**src/rtl/vzt_pkg.sv**
```systemverilog
package vzt_pkg;
  typedef enum logic [1:0] {
    VZ_KEEP = 2'd0,
    VZ_ONE  = 2'd1,
    VZ_ALL  = 2'd2
  } vz_clr_e;
endpackage

```
**src/rtl/vzt_clear_ctrl.sv**
```systemverilog
module vzt_clear_ctrl
  import vzt_pkg::*;
#(
  parameter int IDX_W = 5,
  parameter int EW_W  = 6,
  parameter int FMT_W = 5
) (
  input  logic             cfg_valid,
  input  logic [IDX_W-1:0] cfg_idx,
  input  logic [EW_W-1:0]  cfg_old_ew,
  input  logic [EW_W-1:0]  cfg_new_ew,
  input  logic [FMT_W-1:0] cfg_old_fmt,
  input  logic [FMT_W-1:0] cfg_new_fmt,
  input  logic [EW_W-1:0]  cfg_max_ew,
  input  logic             cfg_len_chg,
  input  logic [IDX_W:0]   act_cnt,
  output vz_clr_e          clr_kind,
  output logic             cfg_bad
);
  logic idx_off, over_cap, ew_diff, fmt_diff, cap_zero;

  always_comb begin
    idx_off  = {1'b0, cfg_idx} >= act_cnt;
    cap_zero = (cfg_max_ew == '0);
    over_cap = !cap_zero && (cfg_new_ew > cfg_max_ew);
    ew_diff  = (cfg_new_ew != cfg_old_ew);
    fmt_diff = (cfg_new_fmt != cfg_old_fmt);
    cfg_bad  = cfg_valid && (idx_off || over_cap);
    clr_kind = VZ_KEEP;
    if (cfg_valid && !cfg_bad) begin
      if (cfg_len_chg)           clr_kind = VZ_ALL;
      else if (cap_zero)         clr_kind = ew_diff ? VZ_ALL : VZ_ONE;
      else if (ew_diff || fmt_diff) clr_kind = VZ_ONE;
    end
  end
endmodule

```
**src/rtl/vzt_flags.sv**
```systemverilog
module vzt_flags
  import vzt_pkg::*;
#(
  parameter int NREGS = 32,
  parameter int IDX_W = 5
) (
  input  logic             clk,
  input  logic             rst_n,
  input  vz_clr_e          clr_kind,
  input  logic [IDX_W-1:0] clr_idx,
  input  logic             set_en,
  input  logic [IDX_W-1:0] set_idx,
  output logic [NREGS-1:0] live_q
);
  logic [NREGS-1:0] live_d;
  logic             live_ce;

  always_comb begin
    live_ce = set_en || (clr_kind != VZ_KEEP);
    live_d  = live_q;
    if (set_en)              live_d[set_idx] = 1'b1;
    if (clr_kind == VZ_ONE)  live_d[clr_idx] = 1'b0;
    if (clr_kind == VZ_ALL)  live_d = '0;
  end

  always_ff @(posedge clk or negedge rst_n) begin
    if (!rst_n)       live_q <= '0;
    else if (live_ce) live_q <= live_d;
  end


  all_clear_chk: assert property (@(posedge clk) disable iff (!rst_n)
    (clr_kind == VZ_ALL) |=> (live_q == '0));


  clear_wins_chk: assert property (@(posedge clk) disable iff (!rst_n)
    (set_en && clr_kind == VZ_ONE && clr_idx == set_idx) |=> !live_q[$past(set_idx)]);


  set_live_chk: assert property (@(posedge clk) disable iff (!rst_n)
    (set_en && clr_kind == VZ_KEEP) |=> live_q[$past(set_idx)]);


  one_clear_chk: assert property (@(posedge clk) disable iff (!rst_n)
    (clr_kind == VZ_ONE && !(set_en && set_idx == clr_idx)) |=> !live_q[$past(clr_idx)]);
endmodule

```
**src/rtl/vzt_store.sv**
```systemverilog
module vzt_store #(
  parameter int NREGS  = 32,
  parameter int IDX_W  = 5,
  parameter int DATA_W = 64
) (
  input  logic              clk,
  input  logic              we,
  input  logic [IDX_W-1:0]  waddr,
  input  logic [DATA_W-1:0] wdata,
  input  logic              re,
  input  logic [IDX_W-1:0]  raddr,
  output logic [DATA_W-1:0] rdata_q
);
  logic [DATA_W-1:0] mem [NREGS];

  always_ff @(posedge clk) begin
    if (we) mem[waddr] <= wdata;
  end

  always_ff @(posedge clk) begin
    if (re) rdata_q <= mem[raddr];
  end
endmodule

```
**src/rtl/vreg_zero_track.sv**
```systemverilog
module vreg_zero_track
  import vzt_pkg::*;
#(
  parameter int NREGS  = 32,
  parameter int DATA_W = 64,
  parameter int EW_W   = 6,
  parameter int FMT_W  = 5,
  localparam int IDX_W = $clog2(NREGS)
) (
  input  logic              clk,
  input  logic              rst_n,
  input  logic [IDX_W:0]    act_cnt,
  input  logic              cfg_valid,
  input  logic [IDX_W-1:0]  cfg_idx,
  input  logic [EW_W-1:0]   cfg_old_ew,
  input  logic [EW_W-1:0]   cfg_new_ew,
  input  logic [FMT_W-1:0]  cfg_old_fmt,
  input  logic [FMT_W-1:0]  cfg_new_fmt,
  input  logic [EW_W-1:0]   cfg_max_ew,
  input  logic              cfg_len_chg,
  input  logic              wr_en,
  input  logic [IDX_W-1:0]  wr_idx,
  input  logic [DATA_W-1:0] wr_data,
  input  logic              rd_en,
  input  logic [IDX_W-1:0]  rd_idx,
  output logic [DATA_W-1:0] rd_data,
  output logic              illegal
);
  vz_clr_e           clr_kind;
  logic              cfg_bad;
  logic [NREGS-1:0]  live_q;
  logic [DATA_W-1:0] raw_q;
  logic              wr_ok, rd_ok, ill_d, hit_d, hit_q, ill_q;

  vzt_clear_ctrl #(.IDX_W(IDX_W), .EW_W(EW_W), .FMT_W(FMT_W)) i_ctrl (
    .cfg_valid, .cfg_idx, .cfg_old_ew, .cfg_new_ew, .cfg_old_fmt,
    .cfg_new_fmt, .cfg_max_ew, .cfg_len_chg, .act_cnt,
    .clr_kind, .cfg_bad
  );

  always_comb begin
    wr_ok = wr_en && ({1'b0, wr_idx} < act_cnt);
    rd_ok = rd_en && ({1'b0, rd_idx} < act_cnt);
    ill_d = (wr_en && !wr_ok) || (rd_en && !rd_ok) || cfg_bad;
    hit_d = rd_ok && live_q[rd_idx];
  end

  vzt_flags #(.NREGS(NREGS), .IDX_W(IDX_W)) i_flags (
    .clk, .rst_n, .clr_kind, .clr_idx(cfg_idx),
    .set_en(wr_ok), .set_idx(wr_idx), .live_q
  );

  vzt_store #(.NREGS(NREGS), .IDX_W(IDX_W), .DATA_W(DATA_W)) i_store (
    .clk, .we(wr_ok), .waddr(wr_idx), .wdata(wr_data),
    .re(rd_ok), .raddr(rd_idx), .rdata_q(raw_q)
  );

  always_ff @(posedge clk or negedge rst_n) begin
    if (!rst_n) begin
      hit_q <= 1'b0;
      ill_q <= 1'b0;
    end else begin
      hit_q <= hit_d;
      ill_q <= ill_d;
    end
  end

  assign rd_data = hit_q ? raw_q : '0;
  assign illegal = ill_q;


  off_read_chk: assert property (@(posedge clk) disable iff (!rst_n)
    (rd_en && ({1'b0, rd_idx} >= act_cnt)) |=> (illegal && rd_data == '0));


  over_cap_chk: assert property (@(posedge clk) disable iff (!rst_n)
    (cfg_valid && cfg_max_ew != '0 && cfg_new_ew > cfg_max_ew) |=> illegal);


  bad_cfg_keep_chk: assert property (@(posedge clk) disable iff (!rst_n)
    (cfg_bad && !wr_ok) |=> $stable(live_q));
endmodule

```
**config.mk**
```make
export PLATFORM = sky130hd
export DESIGN_NAME = vreg_zero_track
export DESIGN_NICKNAME = d
export VERILOG_FILES = /design/src/rtl/vzt_pkg.sv /design/src/rtl/vzt_clear_ctrl.sv /design/src/rtl/vzt_flags.sv /design/src/rtl/vzt_store.sv /design/src/rtl/vreg_zero_track.sv
export SDC_FILE = /design/constraint.sdc
export NUM_CORES = 2
export LEC_CHECK = 0
export ABC_AREA = 1
export BUFFER_PORTS_ARGS = -buffer_cell sky130_fd_sc_hd__buf_4
export CAP_MARGIN = 20
export CORE_MARGIN = 1
export CORE_UTILIZATION = 45
export CTS_BUF_LIST = sky130_fd_sc_hd__clkbuf_16
export CTS_CLUSTER_SIZE = 8
export DETAILED_ROUTE_END_ITERATION = 6
export PLACE_DENSITY = 0.71
export SLEW_MARGIN = 20
export SYNTH_ARGS = -nofsm -noshare
export SYNTH_HDL_FRONTEND = slang
export SYNTH_SLANG_ARGS = --single-unit
```
**constraint.sdc**
```tcl
create_clock -name clk -period 1.4 [get_ports clk]
set_input_delay 0.07 -clock clk [delete_from_list [all_inputs] [get_ports clk]]
set_output_delay 0.07 -clock clk [all_outputs]
set_load 0.01 [all_outputs]
```
# After elaboration in Yosys (flattened, before gate mapping)
# Memory sizes are Yosys's and may differ from the RTL's. A register that Yosys moved wholly into a read port is not among the register bits.
# Index checks and enable logic that the tools add are counted.
# Widths: inputs -> output; s select.
[totals]
n_memories = 1
regBits = 34
word_cells = 58
ram_bits = 2048
inputBits = 119
[op_classes]
n_bitwise = 3
reduce_logical = 21
mux = 17
order_cmp = 9
eq_ne = 4
[mem_list]
columns = ["memory", "depth", "width", "read_ports", "rd_ports_with_merged_regs", "wr", "line", "text"]
rows = [
  ["i_store.mem", 32, 64, 1, 1, 1, "vzt_store.sv:14", "logic [DATA_W-1:0] mem [NREGS];"],
]
[op_table]
columns = ["op", "n"]
rows = [
  ["$mux 32", 3],
  ["$mux 64", 1],
  ["$and 32x32->32", 1],
  ["$not 32->32", 1],
  ["$or 32x32->32", 1],
  ["$lt 5x6->1 const B", 3],
  ["$lt 5x6->1", 2],
  ["$demux 1 s5", 2],
  ["$ge 5x1->1 const B", 2],
  ["$logic_and 1x1->1", 10],
  ["$mux 2", 4],
  ["$ge 5x6->1", 1],
  ["$gt 6x6->1", 1],
  ["$logic_not 6->1", 1],
  ["$mux 1", 6],
  ["$ne 6x6->1", 1],
  ["$bmux 1 s5", 1],
  ["$logic_or 1x1->1", 5],
  ["$ne 5x5->1", 1],
  ["$logic_not 1->1", 4],
  ["$eq 2x1->1 const B", 1],
  ["$eq 2x2->1 const B", 1],
  ["$reduce_bool 2->1", 1],
]

# Logic depth before layout (Yosys ltp)
[depth]
ltp_word = 11
ltp_mapped = 14

# Cells and area by module
# From an unflattened synthesis, not the netlist that was laid out.
[hier_totals]
cells_unflattened = 7363
hier_area_um2 = 87108.5
[by_module_without_submodules]
columns = ["module", "cells_per_inst", "n_inst", "area_per_inst_um2", "seq_area_each_um2"]
rows = [
  ["vzt_store", 6768, 1, 83631.5, 63420.8],
  ["vzt_flags", 220, 1, 1675.4, 800.8],
  ["vreg_zero_track", 249, 1, 1178.6, 50.0],
  ["vzt_clear_ctrl", 126, 1, 623.1, 0.0],
]

# Worst setup path before layout
# Ideal clock, no wire load.
[synth_timing]
path_type = "in2reg"
from = "input port act_cnt[3]"
to = "memory i_store.mem[16][0], enable pin"
t_required_ns = 0.914
arrival_ns = 3.961
cell_stages = 9
setup_slack_ns = -3.047
path_cell_list = "inv_1 > ha_1 > a21oi_1 > nor2_1 > a21oi_1 > nand3_2 > nor2_1 > inv_1 > nor2_1"
[synth_between]
elab_chain_cells = 4
[synth_rtl]
columns = ["item", "line", "text"]
rows = [
  ["start: declaration", "vreg_zero_track.sv:12", "input logic [IDX_W:0] act_cnt,"],
  ["$lt 5x6->1", "vreg_zero_track.sv:42", "wr_ok = wr_en && ({1'b0, wr_idx} < act_cnt);"],
  ["$logic_and 1x1->1", "vreg_zero_track.sv:42", ""],
  ["$mux 1", "vzt_store.sv:17", "if (we) mem[waddr] <= wdata;"],
  ["$mux 1 (not written as such)", "vzt_store.sv:17", ""],
  ["end: declaration", "vzt_store.sv:14", ""],
]
# Every way passes these cells.

# Final worst setup path
[layout_timing]
from = "register hit_q"
to = "output port rd_data[34]"
[layout_between]
elab_chain_cells = 1
[layout_rtl]
columns = ["item", "line", "text"]
rows = [
  ["start: declaration", "vreg_zero_track.sv:33", "logic wr_ok, rd_ok, ill_d, hit_d, hit_q, ill_q;"],
  ["start signal: assignment", "vreg_zero_track.sv:63", "hit_q <= hit_d;"],
  ["$mux 64", "vreg_zero_track.sv:68", "assign rd_data = hit_q ? raw_q : '0;"],
  ["end: declaration", "vreg_zero_track.sv:26", "output logic [DATA_W-1:0] rd_data,"],
]
# Every way passes these cells.

==> summary.md <==
| Metric | Value |
|---|---|
| Max-cap violation count | `0` |
| Fin worst setup slack | `-0.718 ns` |
| Initial core utilization | `45.4%` |
| Setup WS pre-CTS | `-0.880 ns` |
| Dpl hpwl | `159 mm` |
| Die Ht | `between 400 and 500 um` |
| Unrepaired setup endpoints after global routing | `true` |
| CTS buffer count | `318` |
| Non-filler instance count after layout | `approximately 10000` |
| Largest net degree at the start of global routing | `65` |
| Synth Area in Adders | `0.278%` |
| PD cells | `1400 mW/mm2` |
| Vias/cell | `6.06` |
| Ports | `184` |
| Synthesized net count | `6867` |
| Compound-gate portion of the synthesized area | `10.3%` |
| Slew @ Worst Pin | `approximately 0.5 ns` |
| WP data required | `1.33 ns` |
| Synth Cell Area | `0.0855 mm2` |
| Top cells by area, synth | `edfxtp_1, o21ai_0, nor2_1` |
| Largest family of logic cells by synthesized area | `simple AND/OR/NAND/NOR gates` |
| Vias in the first global route | `59400` |
| Status | `complete, but fails checks` |
| Antenna Violating Nets Remaining | `0` |
| Yosys Warn Count | `0` |
| WHS | `-0.0158 ns` |
| Global-route wire length before repair | `380 mm` |
| Routed vias | `61200` |
| DIE WIDTH | `~440 um` |
| Slew HR | `65.8%` |
| Wire length per cell | `26.3 um` |
| Clock Latency Late Sink | `0.95 ns` |
| Placed cell area | `~0.096 mm2` |
| Root buf cell | `clkbuf_16` |
| Final period util | `151%` |
| Crit path DAT | `2.05 ns` |
| Top_reg_cell synth | `edfxtp_1` |
| Total wire length | `265 mm` |
| Failing checks | `design-rule violations, negative hold slack, negative setup slack` |
| Seq/Total Area, Yosys | `75.2%` |
| Initial drt markers | `9007` |
| Total leakage power | `37.5 nW` |
| F_max | `roughly 470 MHz` |
| GPL Wtd Cong | `0.915` |
| Synthesized instance count | `between 6000 and 7000` |
| Total global routing overflow | `0` |
| Routed length on met3 | `32.8 mm` |
| # setup viols final | `2125` |
| Most instantiated library cell after synthesis | `edfxtp_1` |
| Top-area cell type share of the netlist area | `74.2%` |
| Hold Fails Final Rpt | `4` |
| Post-route DRC violation count | `20` |
| Setup Crit Path Kind | `register to output pin` |
| Clock Tree Buf Depth | `4` |
| Drt first pass iters | `7` |
| Antenna violations before repair | `7` |
| Mux contribution to synthesized area | `0%` |
| Fraction of registers with async set/reset | `1.58%` |
| Crit-path max FO | `33` |
| Htree depth | `5` |
| Synthesis-stage register bit count | `2146` |
| GRT Util Overall | `26.4%` |
| CP endpoint kind | `output pin` |
| Xor/xnor share of the synthesized area | `0.0205%` |
| Maximum vdd drop | `1.21 mV` |
| Max Used Layer | `met5` |
| Fin crit period | `2.12 ns` |
| TritonCTS clock tree | `yes` |
| Final net count | `7698` |
| Met2 WL | `123 mm` |
| Tot Pwr | `approximately 0.15 W` |
| Yosys cell types | `32` |
| M1 WL | `96.5 mm` |
| Synth Area in Simple Gates | `between 10 and 15%` |
| Layout Skew | `0.100 ns` |
| Clock slew at reported path FFs | `0.05 ns` |
| Post-synth EDFFs | `2112` |
| Dpl cells | `9573` |
| Port Buf Inserts | `183` |
| Synth Area per Inst | `approximately 13 um2` |
| Area leader, netlist | `edfxtp_1` |
| DIE AREA | `between 0.15 and 0.2 mm2` |
| Share of cells above drive strength 1 | `18.9%` |
| Hold Crit Class | `input pin to register` |
| Startpoint Class | `register` |
| Design Area, Final | `0.107 mm2` |
| Clock Sinks | `around 2100` |
| P&R area growth vs syn | `25.0%` |
| Synth cell count leaders | `edfxtp_1, nor2_1, o21ai_0` |
| Fin. max-slew vios | `0` |
| Rows | `~160` |
| Core footprint | `0.188 mm2` |
==> critical path, cell delays in order (launching register included) <==
cell	delay [ns]
dfrtp_4	0.48
buf_12	0.16
buf_12	0.17
nand2_1	0.08
inv_1	0.07
buf_4	0.15
==> final timing paths <==
path	slack, ns	startpoint	endpoint	cells past startpoint
worst max-delay path	-0.72	hit_q$_DFF_PN0_	rd_data[34]	5
worst min-delay path	-0.02	cfg_max_ew[4]	illegal$_DFF_PN0_	10
worst max register to register	-0.07	i_store.mem[17][2]$_DFFE_PP_	i_store.rdata_q[2]$_DFFE_PP_	6
worst min register to register	0.51	i_flags.live_q[3]$_DFFE_PN0P_	i_flags.live_q[3]$_DFFE_PN0P_	2
max in group asynchronous	0.98	rst_n	hit_q$_DFF_PN0_	4
min in group asynchronous	0.17	rst_n	i_flags.live_q[14]$_DFFE_PN0P_	4
==> what timing repair did <==
| action | in CTS | in global routing |
|---|---|---|
| hold buffers | 111 | 3 |
| setup buffers | 3 | 24 |
| gates cloned | 0 | 31 |
| pin swaps | 51 | 27 |
| endpoints found under the setup margin | 115 | 2222 |
| resized for setup | 216 | 131 |
| endpoints found under the hold margin | 2192 | 9 |
==> cells by family (layout without fill, tap and decap cells) <==
logic type	count (synthesis)	after routing
xor+xnor	2	2
flops	2146	2146
simple gates	2360	2360
buf+inv	604	1464
other cells	0	2
fa+ha+maj	19	19
compound gates	1598	1598
==> metal layers <==
layer / GRT usage, % / up-vias
li1: - / 26200
met1: 35.6 / 29900
met2: 41.8 / 4407
met3: 4.77 / 717
met4: 12.5 / 4
met5: 0 / -
==> per-stage QoR <==
step           hold slack (ns)  TNS [ns]  utilization [%]
3_5_place_dp            0.0553  -1608.30             50.8
5_1_grt                 0.0117   -572.02             56.8
3_3_place_gp            0.0466  -1638.97             50.8
2_1_floorplan           -0.226  -2395.86                -
6_report               -0.0158   -488.15             56.8
4_1_cts                0.00515   -739.05             56.1
==> registers in the layout (all words and copies together) (netlist names) <==
| signal | cells |
|---|---|
| hit_q | 1 |
| i_flags.live_q | 32 |
| illegal | 1 |
| i_store.rdata_q | 64 |
| i_store.mem | 2048 |
==> layout make-up <==
class                   count  area (um2)
diodes                      2        5.00
clock buffers             327        8180
clock inverters            22         115
fillers                 14300       81300
inverters                 141         614
multi-input cells        3979       19500
flip-flops and latches   2146       64300
well taps                2495        3120
repair buffers            974       11000
==> cells in the final DEF, fill, tap and decap left out, types with 5 or more instances in the layout <==
| master | Yosys | final |
|---|---|---|
| dfrtp_1 | 34 | 33 |
| nand2_2 | 0 | 55 |
| buf_6 | 40 | 10 |
| o21ai_0 | 1005 | 883 |
| nor2_2 | 1 | 14 |
| clkbuf_16 | 0 | 351 |
| nor2_1 | 1163 | 1107 |
| o21ai_2 | 0 | 29 |
| o22ai_1 | 456 | 447 |
| o21ai_1 | 38 | 130 |
| nand3_1 | 401 | 363 |
| inv_4 | 0 | 7 |
| o221ai_1 | 56 | 49 |
| dlygate4sd3_1 | 0 | 103 |
| nor2_4 | 0 | 43 |
| buf_8 | 0 | 8 |
| ha_1 | 19 | 13 |
| a21oi_1 | 38 | 36 |
| o221ai_2 | 0 | 7 |
| nand3_2 | 1 | 37 |
| buf_4 | 25 | 594 |
| inv_1 | 136 | 140 |
| o22ai_2 | 0 | 9 |
| nand2_1 | 792 | 730 |
| buf_12 | 1 | 230 |
| ha_4 | 0 | 5 |
| edfxtp_1 | 2112 | 2112 |
==> power by group <==
part           internal, W  switching [W]
clock network       0.0407         0.0253
logic              0.00395        0.00749
registers           0.0718       0.000339
Note: power is estimated with default switching activity, not from simulation.
